`config.mk`:
```
export PLATFORM = sky130hd
export DESIGN_NAME = rxd_chain_ctrl
export DESIGN_NICKNAME = d
export VERILOG_FILES = /design/src/rtl/rxd_pkg.sv /design/src/rtl/rxd_sat_counter.sv /design/src/rtl/rxd_irq_regs.sv /design/src/rtl/rxd_walker.sv /design/src/rtl/rxd_ru_fsm.sv /design/src/rtl/rxd_chain_ctrl.sv
export SDC_FILE = /design/constraint.sdc
export NUM_CORES = 1
export LEC_CHECK = 0
export BUFFER_PORTS_ARGS = -buffer_cell sky130_fd_sc_hd__buf_2
export CORE_UTILIZATION = 50
export CTS_CLUSTER_DIAMETER = 100
export DETAILED_ROUTE_END_ITERATION = 12
export MAX_ROUTING_LAYER = met4
export PLACE_DENSITY = 0.89
export SKIP_LAST_GASP = 1
export SLEW_MARGIN = 20
export SYNTH_ARGS = -nofsm -noshare
export SYNTH_HDL_FRONTEND = slang
export SYNTH_SLANG_ARGS = --single-unit
```
`constraint.sdc`:
```
create_clock -name clk -period 2.7 [get_ports clk]
set_clock_uncertainty 0.2 [all_clocks]
set_input_delay 0.54 -clock clk [delete_from_list [all_inputs] [get_ports clk]]
set_output_delay 0.54 -clock clk [all_outputs]
set_load 0.03 [all_outputs]
```
`src/rtl/rxd_pkg.sv`:
```
package rxd_pkg;
    localparam int DESC_W = 32;
    localparam int HALF_W = DESC_W / 2;
    localparam int EL_BIT = 31;
    localparam int SUS_BIT = 30;
    localparam int CMPL_BIT = 15;
    localparam int OK_BIT = 13;
    localparam int FLAG_W = 8;
    localparam int FR_BIT = 6;
    localparam int RNR_BIT = 4;

    typedef enum logic [3:0] {
        RU_IDLE  = 4'b0000,
        RU_SUSP  = 4'b0001,
        RU_NORES = 4'b0010,
        RU_READY = 4'b0100
    } ru_state_e;

    typedef enum logic [1:0] {
        CMD_NOP    = 2'b00,
        CMD_START  = 2'b01,
        CMD_RESUME = 2'b10,
        CMD_RSVD   = 2'b11
    } ru_cmd_e;

    typedef enum logic [1:0] {
        WK_IDLE,
        WK_RD_CTL,
        WK_RD_LINK,
        WK_WR_STS
    } walk_e;
endpackage

```
`src/rtl/rxd_sat_counter.sv`:
```
module rxd_sat_counter #(
    parameter int CNT_W = 16
) (
    input  logic             clk,
    input  logic             rst_n,
    input  logic             inc,
    output logic [CNT_W-1:0] count
);
    localparam logic [CNT_W-1:0] CNT_MAX = '1;

    logic [CNT_W-1:0] cnt_q;

    always_ff @(posedge clk) begin
        if (!rst_n)
            cnt_q <= '0;
        else if (inc && cnt_q != CNT_MAX)
            cnt_q <= cnt_q + CNT_W'(1);
    end

    assign count = cnt_q;

    // the count never wraps once full
    a_r9_saturate: assert property (@(posedge clk) disable iff (!rst_n)
        (cnt_q == CNT_MAX) |=> (cnt_q == CNT_MAX));
    // each drop below the limit adds exactly one
    a_r9_step: assert property (@(posedge clk) disable iff (!rst_n)
        (inc && cnt_q != CNT_MAX) |=> (cnt_q == $past(cnt_q) + CNT_W'(1)));
endmodule

```
`src/rtl/rxd_irq_regs.sv`:
```
module rxd_irq_regs
    import rxd_pkg::*;
(
    input  logic              clk,
    input  logic              rst_n,
    input  logic              set_fr,
    input  logic              set_rnr,
    input  logic              ack_wr,
    input  logic [FLAG_W-1:0] ack_data,
    input  logic [FLAG_W-1:0] irq_mask,
    output logic [FLAG_W-1:0] stat_ack,
    output logic              irq
);
    logic [FLAG_W-1:0] set_vec;

    always_comb begin
        set_vec          = '0;
        set_vec[FR_BIT]  = set_fr;
        set_vec[RNR_BIT] = set_rnr;
    end

    // One sticky flag per bit; reserved bits have no set source.
    for (genvar gi = 0; gi < FLAG_W; gi++) begin : g_flag
        logic flag_q;
        always_ff @(posedge clk) begin
            if (!rst_n)
                flag_q <= 1'b0;
            else if (set_vec[gi])
                flag_q <= 1'b1;
            else if (ack_wr && ack_data[gi])
                flag_q <= 1'b0;
        end
        assign stat_ack[gi] = flag_q;
    end

    assign irq = |(stat_ack & ~irq_mask);

    // a set in the same cycle as a clear leaves the flag set
    a_r11_set_wins: assert property (@(posedge clk) disable iff (!rst_n)
        set_rnr |=> stat_ack[RNR_BIT]);
    // an acknowledge without a new event clears the flag
    a_r11_clear: assert property (@(posedge clk) disable iff (!rst_n)
        (ack_wr && ack_data[FR_BIT] && !set_fr) |=> !stat_ack[FR_BIT]);
endmodule

```
`src/rtl/rxd_walker.sv`:
```
module rxd_walker
    import rxd_pkg::*;
#(
    parameter int LEN_W = 11
) (
    input  logic              clk,
    input  logic              rst_n,
    input  logic              start_walk,
    input  logic [DESC_W-1:0] walk_addr,
    input  logic [LEN_W-1:0]  walk_len,
    output logic              busy,
    output logic              done,
    output logic              done_el,
    output logic              done_sus,
    output logic [DESC_W-1:0] done_link,
    output logic              mem_req,
    output logic              mem_we,
    output logic [DESC_W-1:0] mem_addr,
    output logic [DESC_W-1:0] mem_wdata,
    input  logic              mem_ack,
    input  logic [DESC_W-1:0] mem_rdata
);
    walk_e             ph_q, ph_d;
    logic [DESC_W-1:0] base_q, link_q;
    logic [HALF_W-1:0] ctl_hi_q;
    logic [LEN_W-1:0]  len_q;

    // State register
    always_ff @(posedge clk) begin
        if (!rst_n)
            ph_q <= WK_IDLE;
        else
            ph_q <= ph_d;
    end

    // Captured descriptor fields
    always_ff @(posedge clk) begin
        if (!rst_n) begin
            base_q   <= '0;
            len_q    <= '0;
            ctl_hi_q <= '0;
            link_q   <= '0;
        end else begin
            if (ph_q == WK_IDLE && start_walk) begin
                base_q <= walk_addr;
                len_q  <= walk_len;
            end
            if (ph_q == WK_RD_CTL && mem_ack)
                ctl_hi_q <= mem_rdata[DESC_W-1:HALF_W];
            if (ph_q == WK_RD_LINK && mem_ack)
                link_q <= mem_rdata;
        end
    end

    // Next state
    always_comb begin
        ph_d = ph_q;
        unique case (ph_q)
            WK_IDLE:    if (start_walk) ph_d = WK_RD_CTL;
            WK_RD_CTL:  if (mem_ack) ph_d = WK_RD_LINK;
            WK_RD_LINK: if (mem_ack) ph_d = WK_WR_STS;
            WK_WR_STS:  if (mem_ack) ph_d = WK_IDLE;
            default:    ph_d = WK_IDLE;
        endcase
    end

    // Outputs
    always_comb begin
        mem_req   = 1'b0;
        mem_we    = 1'b0;
        mem_addr  = base_q;
        mem_wdata = {ctl_hi_q, {HALF_W{1'b0}}};
        mem_wdata[CMPL_BIT]    = 1'b1;
        mem_wdata[OK_BIT]      = 1'b1;
        mem_wdata[LEN_W-1:0]   = len_q;
        unique case (ph_q)
            WK_IDLE:    mem_req = 1'b0;
            WK_RD_CTL:  mem_req = 1'b1;
            WK_RD_LINK: begin
                mem_req  = 1'b1;
                mem_addr = base_q + DESC_W'(1);
            end
            WK_WR_STS: begin
                mem_req = 1'b1;
                mem_we  = 1'b1;
            end
            default:    mem_req = 1'b0;
        endcase
    end

    assign busy      = (ph_q != WK_IDLE);
    assign done      = (ph_q == WK_WR_STS) && mem_ack;
    assign done_el   = ctl_hi_q[EL_BIT-HALF_W];
    assign done_sus  = ctl_hi_q[SUS_BIT-HALF_W];
    assign done_link = link_q;

    // a waiting request keeps its address and direction
    a_r3_req_hold: assert property (@(posedge clk) disable iff (!rst_n)
        (mem_req && !mem_ack) |=> (mem_req && $stable(mem_addr) && $stable(mem_we)));
    // the status write goes to the descriptor that was read first
    a_r3_write_home: assert property (@(posedge clk) disable iff (!rst_n)
        (mem_req && !mem_we && mem_ack && ph_q == WK_RD_LINK) |=>
        (mem_we && mem_addr == $past(mem_addr) - DESC_W'(1)));
endmodule

```
`src/rtl/rxd_ru_fsm.sv`:
```
module rxd_ru_fsm
    import rxd_pkg::*;
(
    input  logic              clk,
    input  logic              rst_n,
    input  logic              cmd_valid,
    input  logic [1:0]        cmd_op,
    input  logic [DESC_W-1:0] cmd_addr,
    input  logic              frm_valid,
    input  logic              walk_busy,
    input  logic              done,
    input  logic              done_el,
    input  logic              done_sus,
    input  logic [DESC_W-1:0] done_link,
    output logic [3:0]        ru_code,
    output logic [DESC_W-1:0] next_desc,
    output logic              frm_accept,
    output logic              frm_drop,
    output logic              set_fr,
    output logic              set_rnr
);
    ru_state_e         ru_q, ru_d;
    logic [DESC_W-1:0] cur_q, cur_d;
    logic              cmd_take, is_start, is_resume;

    assign frm_accept = frm_valid && (ru_q == RU_READY) && !walk_busy;
    assign frm_drop   = frm_valid && !frm_accept;
    assign cmd_take   = cmd_valid && !walk_busy && !frm_accept;
    assign is_start   = cmd_take && (ru_cmd_e'(cmd_op) == CMD_START);
    assign is_resume  = cmd_take && (ru_cmd_e'(cmd_op) == CMD_RESUME);

    // State register
    always_ff @(posedge clk) begin
        if (!rst_n) begin
            ru_q  <= RU_IDLE;
            cur_q <= '0;
        end else begin
            ru_q  <= ru_d;
            cur_q <= cur_d;
        end
    end

    // Next state
    always_comb begin
        ru_d  = ru_q;
        cur_d = cur_q;
        unique case (ru_q)
            RU_IDLE, RU_NORES: begin
                if (is_start) begin
                    ru_d  = RU_READY;
                    cur_d = cmd_addr;
                end
            end
            RU_SUSP: begin
                if (is_start) begin
                    ru_d  = RU_READY;
                    cur_d = cmd_addr;
                end else if (is_resume) begin
                    ru_d = RU_READY;
                end
            end
            RU_READY: begin
                if (done) begin
                    if (done_el)
                        ru_d = RU_NORES;
                    else begin
                        cur_d = done_link;
                        if (done_sus)
                            ru_d = RU_SUSP;
                    end
                end else if (is_start) begin
                    cur_d = cmd_addr;
                end
            end
            default: ru_d = RU_IDLE;
        endcase
    end

    // Outputs
    always_comb begin
        ru_code   = ru_q;
        next_desc = cur_q;
        set_fr    = done;
        set_rnr   = done && (done_el || done_sus);
    end

    // end-of-list wins over suspend
    a_r6_el_wins: assert property (@(posedge clk) disable iff (!rst_n)
        (done && done_el) |=> (ru_q == RU_NORES));
    // resume keeps the saved link as the next descriptor
    a_r7_resume_link: assert property (@(posedge clk) disable iff (!rst_n)
        (is_resume && ru_q == RU_SUSP) |=> (ru_q == RU_READY && $stable(cur_q)));
    // only start leaves NoResources
    a_r8_nores_hold: assert property (@(posedge clk) disable iff (!rst_n)
        (ru_q == RU_NORES && !is_start) |=> (ru_q == RU_NORES));
    // no walk starts outside Ready
    a_r9_no_walk: assert property (@(posedge clk) disable iff (!rst_n)
        (ru_q != RU_READY) |-> !frm_accept);
endmodule

```
`src/rtl/rxd_chain_ctrl.sv`:
```
module rxd_chain_ctrl
    import rxd_pkg::*;
#(
    parameter int LEN_W = 11,
    parameter int CNT_W = 16
) (
    input  logic              clk,
    input  logic              rst_n,
    input  logic              cmd_valid,
    input  logic [1:0]        cmd_op,
    input  logic [DESC_W-1:0] cmd_addr,
    input  logic [1:0]        cu_status,
    output logic [7:0]        dev_status,
    input  logic              frm_valid,
    input  logic [LEN_W-1:0]  frm_len,
    input  logic              ack_wr,
    input  logic [FLAG_W-1:0] ack_data,
    input  logic [FLAG_W-1:0] irq_mask,
    output logic [FLAG_W-1:0] stat_ack,
    output logic              irq,
    output logic [CNT_W-1:0]  rsrc_err_cnt,
    output logic              mem_req,
    output logic              mem_we,
    output logic [DESC_W-1:0] mem_addr,
    output logic [DESC_W-1:0] mem_wdata,
    input  logic              mem_ack,
    input  logic [DESC_W-1:0] mem_rdata
);
    logic              walk_busy, done, done_el, done_sus;
    logic [DESC_W-1:0] done_link, next_desc;
    logic              frm_accept, frm_drop, set_fr, set_rnr;
    logic [3:0]        ru_code;

    rxd_ru_fsm u_ru (
        .clk        (clk),
        .rst_n      (rst_n),
        .cmd_valid  (cmd_valid),
        .cmd_op     (cmd_op),
        .cmd_addr   (cmd_addr),
        .frm_valid  (frm_valid),
        .walk_busy  (walk_busy),
        .done       (done),
        .done_el    (done_el),
        .done_sus   (done_sus),
        .done_link  (done_link),
        .ru_code    (ru_code),
        .next_desc  (next_desc),
        .frm_accept (frm_accept),
        .frm_drop   (frm_drop),
        .set_fr     (set_fr),
        .set_rnr    (set_rnr)
    );

    rxd_walker #(.LEN_W(LEN_W)) u_walk (
        .clk        (clk),
        .rst_n      (rst_n),
        .start_walk (frm_accept),
        .walk_addr  (next_desc),
        .walk_len   (frm_len),
        .busy       (walk_busy),
        .done       (done),
        .done_el    (done_el),
        .done_sus   (done_sus),
        .done_link  (done_link),
        .mem_req    (mem_req),
        .mem_we     (mem_we),
        .mem_addr   (mem_addr),
        .mem_wdata  (mem_wdata),
        .mem_ack    (mem_ack),
        .mem_rdata  (mem_rdata)
    );

    rxd_irq_regs u_irq (
        .clk      (clk),
        .rst_n    (rst_n),
        .set_fr   (set_fr),
        .set_rnr  (set_rnr),
        .ack_wr   (ack_wr),
        .ack_data (ack_data),
        .irq_mask (irq_mask),
        .stat_ack (stat_ack),
        .irq      (irq)
    );

    rxd_sat_counter #(.CNT_W(CNT_W)) u_drop (
        .clk   (clk),
        .rst_n (rst_n),
        .inc   (frm_drop),
        .count (rsrc_err_cnt)
    );

    assign dev_status = {cu_status, ru_code, 2'b00};

    // no memory traffic while the receive unit is Idle
    a_r1_idle_quiet: assert property (@(posedge clk) disable iff (!rst_n)
        (ru_code == 4'b0000) |-> !mem_req);
endmodule

```
======== After elaboration in Yosys (flattened, before gate mapping) ========
Cells that the tools add are included.
cells by class
  bitwise logic cells ..................... 2
  $mul .................................... 0
  shift-type cells ........................ 0
  reduce and logical (&&, ||, !) cells .... 31
  $lt $le $gt $ge ......................... 0
  $add $sub $neg .......................... 2
  mux-type cells .......................... 23
  eq/ne operators ......................... 18
  div/mod/pow operators ................... 0
operators by type and width
  cell                     count
  $mux W32                 4
  $pmux W32 S2             1
  $add A32 B1 Y32 const B  1
  $mux W4                  6
  $add A16 B1 Y16 const B  1
  $ne A16 B16 Y1 const B   1
  $logic_and A1 B1 Y1      15
  $pmux W4 S3              1
  $and A7 B8 Y8            1
  $mux W2                  4
  $ne A2 B2 Y1 const B     4
  $not A8 Y8               1
  $pmux W2 S4              1
  $reduce_and A4 Y1        2
  $reduce_bool A2 Y1       4
  $reduce_or A8 Y1         1
  $eq A2 B2 Y1 const B     3
  $ne A3 B1 Y1 const B     2
  $reduce_or A3 Y1         2
  $mux W1                  5
  $eq A2 B1 Y1 const B     2
  $eq A4 B1 Y1 const B     1
  $eq A4 B2 Y1 const B     1
  $eq A4 B3 Y1 const B     1
  other kinds (9)          11
storage, ports and cells
  output and inout port bits .............. 99
  register bits after elaboration ......... 147
  memories ................................ 0
  bits in read-only memories .............. 0
  logic and storage cells ................. 86
  input port bits ......................... 101
  bits in latches ......................... 0
  memory bits (writable) .................. 0

======== Depth between registers and ports, before layout ========
  depth in word-level cells ............... 9
  mapped depth ............................ 8
  gate-level depth less buffers ........... 6

======== Cells and area by module ========
Synthesis repeated with hierarchy kept, for this count alone.
unflattened totals
  cell total of the unflattened synthesis .. 828
  area total of the unflattened synthesis .. 7103.1 sq um
by module, submodules not included
  module           area each (sq um)  seq. area each (sq um)  cells each  instances
  rxd_walker       4229.1             1861.8                  519         1
  rxd_ru_fsm       1855.5             700.7                   187         1
  rxd_sat_counter  837.1              320.3                   97          1
  rxd_irq_regs     147.6              40.0                    20          1
  rxd_chain_ctrl   33.8               0.0                     5           1

======== Worst setup path before layout ========
OpenSTA, ideal clock, no wires.
  path kind ............................... register to output
  start ................................... register u_walk.ph_q[0]
  end ..................................... output mem_addr[28]
  path slack .............................. -0.063 ns
  stages on the path, launching flop included .. 7
  data required time ...................... 1.960 ns
  arrival time ............................ 2.023 ns
  path buffers ............................ 1
  cell sequence ........................... dfxtp_1 > inv_1 > ha_1 > clkbuf_1 > nand4_2 > nor4_1 > xor2_1
between the ends
  longest elaborated chain between the ends .. 2
RTL lines
  item                    line                  source
  from (decl)             rxd_walker.sv:23      walk_e ph_q, ph_d;
  from (signal assigned)  rxd_walker.sv:33      ph_q <= ph_d;
  $eq A2 B2 Y1            rxd_walker.sv:76      unique case (ph_q)
  $mux W32                rxd_walker.sv:76
  to (decl)               rxd_chain_ctrl.sv:24  output logic [DESC_W-1:0] mem_addr,
Every way passes these cells.

======== Final worst setup path ========
  start ................................... register u_walk.ph_q[0]
  end ..................................... output mem_addr[27]
The elaborated chain is that of the path after synthesis.

==> flow_summary.ini <==
[clocking]
tritoncts = yes
cts_root_buf = clkbuf_16
cts-htree-levels = 4
clk_latency_ns = 0.42
numCtsBuffers = 17
clk_path_buf_depth = 2
path_clk_slew_ns = 0.06
clock_sinks = 146

[layout]
fin_util = 0.657
layout_common_cells = 208 x nand2_1, 146 x buf_2, 133 x dfxtp_1, 108 x a21oi_1, 51 x buf_4
fillers = 1091
drive_above_1_share = 0.319
final_common_cell = nand2_1
fin_nets = 1127
seq_area_um2 = 2950
syn_to_final_growth_pct = 27.6
multi_input_area_um2 = 4000
final_cells = 1215

[synth]
synth_compound_area_frac = 0.239
synth-edff-count = 0
ys_ff_latch = 146
syn_area_per_cell_um2 = 8.29
synthAdderAreaFrac = 0.0136
synth-xor-area-share = 0.0379
synthSimpleGateAreaFrac = 0.218
postSynth.asyncResetShare = 0
ys_seq_area_frac = 0.408
synth_area_um2 = 7170
synth_flop_cell = dfxtp_1
yosysWarningCount = 0
synthMuxAreaShare = 0.00436
synth_top_family_by_area = compound AO/OA/AOI/OAI gates
syn_inst = 865
synth_cell_types = 52

[detailed_routing]
vias_per_cell = 5.69
wl_per_cell_um = 16.4
drc = 0
drtAntennaViolNets = 0
wirelength_um = 19900
vias = 6915
first_pass_iters = 7
drtIter0Drc = 485

[worst_setup_path]
arrival_ns = 2.14
cp.required_ns = 1.96
critPathKind = reg -> out
start_kind = flip-flop
critPathMaxFanout = 6
worst_setup_path_end_kind = output port

[status]
violations = negative setup slack
status = finished with violations

[power]
leakage_nw = 3.78
p_per_area_nw_per_um2 = 624
vdd_ir_drop_max_mv = 0.418
total_power_mw = 5.71

[placed_design]
dp_hpwl_um = 12900
dp_slack_ns = 0.0279
dp.cells = 1166
gp_congestion = 0.876
portBuffers = 169

[sta]
hold_violations = 0
setup_tns_ns = -1.38
worst_slack_ns = -0.179
max_freq_mhz = 347
setup_violations = 19
report.final.slew_viol_count = 0
slew_headroom = 0.545
tightest_slew_ns = 0.683
rsz0062_at_grt = true
fin_crit_ns = 2.88
fin_crit_sh = 1.07

[min_path]
min_path_type = in -> reg

[floorplan]
die_x_um = 122
core_area_um2 = 13900
fp.dieArea_um2 = 14800
io_pins = 200
rows = 43
start_util = 0.515
die_y_um = 122

[run]
drv_cap = 0

[global_routing]
grt_pass1_vias = 6142
grtUsageTotal = 0.271
grt_pass1_wl_um = 30400
grt_max_degree = 62
grt_overflow = 0
antenna_found_initial = 3
timing repair:
| action | in CTS | in global routing |
|---|---|---|
| gates cloned | 1 | 0 |
| endpoints found under the setup margin | 25 | 23 |
| pin swaps | 7 | 8 |
| gates resized for setup | 72 | 29 |
| hold buffers | 0 | 0 |
| setup buffers | 9 | 4 |
cells by family after synthesis:
logic type	after synthesis
AND/OR/NAND/NOR	338
other	2
AO/OA/AOI/OAI	233
adder cells (fa/ha/maj)	8
XOR/XNOR	31
buffers and inverters	104
flip-flops	146
multiplexers	3
through the flow:
step | hold WS [ns] | area (µm²)
after floorplan | 0.232 | 7220
after global placement | 0.238 | 8060
after detailed placement | 0.247 | 8060
after CTS | 0.135 | 9010
after global routing | 0.140 | 9150
final | 0.150 | 9150
per-layer routing:
layer / vias to the layer above / share of wire / track usage
met5: - / 0 / -
met4: 0 / 0.030 / 0.117
met3: 48 / 0.055 / 0.0576
met2: 280 / 0.50 / 0.442
met1: 3260 / 0.42 / 0.320
li1: 3327 / - / -
final cells by class:
type / count / area share
repair buffers: 210 / 0.147
clock inverters: 14 / 0.0129
multi-input cells: 627 / 0.438
well taps: 180 / 0.0246
diodes: 3 / 0.000821
flip-flops and latches: 146 / 0.322
inverters: 17 / 0.00711
clock buffers: 18 / 0.0480
critical path, cell delays in order (launching register included):
cell and delay [ns]:
dfxtp_2 0.33, inv_2 0.08, ha_4 0.16, and3_4 0.20
nand3_4 0.13, buf_12 0.19, nor4_4 0.24, xor2_1 0.19
buf_4 0.18
final timing paths:
path                                         start                  to  slack, ns  cells after the start
worst max-delay path                u_walk.ph_q[0]        mem_addr[27]      -0.18                      8
worst min-delay path                    frm_len[4]     u_walk.len_q[4]       0.15                      3
worst max register to register     u_ru.ru_code[2]  u_ru.next_desc[26]       0.33                      5
worst min register to register  u_ru.next_desc[19]   u_walk.base_q[19]       0.25                      2
power by group:
part | switching (mW) | internal, mW | total, mW
clock network | 0.972 | 1.23 | 2.20
logic | 0.676 | 0.389 | 1.06
registers | 0.122 | 2.32 | 2.44
total | 1.77 | 3.94 | 5.71
cells in the mapped netlist (2+ instances only):
cell | instances | area, µm²
a211oi_1 | 2 | 15.0
a21oi_1 | 108 | 541
and2_1 | 5 | 31.3
and3_1 | 4 | 25.0
and4_1 | 7 | 61.3
buf_1 | 4 | 15.0
buf_2 | 15 | 75.1
buf_4 | 22 | 165
buf_6 | 9 | 101
clkbuf_1 | 37 | 139
conb_1 | 2 | 7.51
dfxtp_1 | 146 | 2920
ha_1 | 7 | 87.6
inv_1 | 17 | 63.8
mux2i_1 | 2 | 20.0
nand2_1 | 209 | 785
nand2b_1 | 4 | 25.0
nand3_1 | 16 | 80.1
nand4_1 | 8 | 50.1
nand4_2 | 5 | 62.6
nor2_1 | 37 | 139
nor3_1 | 12 | 60.1
nor3b_1 | 3 | 22.5
nor4_1 | 9 | 56.3
o21a_1 | 32 | 240
o21ai_0 | 4 | 20.0
o22ai_1 | 34 | 213
o311ai_0 | 2 | 17.5
o31ai_1 | 8 | 60.1
o41ai_1 | 5 | 43.8
o41ai_2 | 30 | 488
or3_1 | 2 | 12.5
or4_1 | 10 | 75.1
xnor2_1 | 14 | 123
xor2_1 | 17 | 149
registers in the layout (all words and copies together) (netlist names):
| name | flops |
|---|---|
| u_walk.base_q | 32 |
| u_walk.done_link | 32 |
| u_drop.count | 16 |
| u_ru.ru_code | 3 |
| u_ru.next_desc | 32 |
| u_irq.g_flag.flag_q | 2 |
| u_walk.ctl_hi_q | 16 |
| u_walk.len_q | 11 |
| u_walk.ph_q | 2 |
Power figures use the tool's default switching activity.
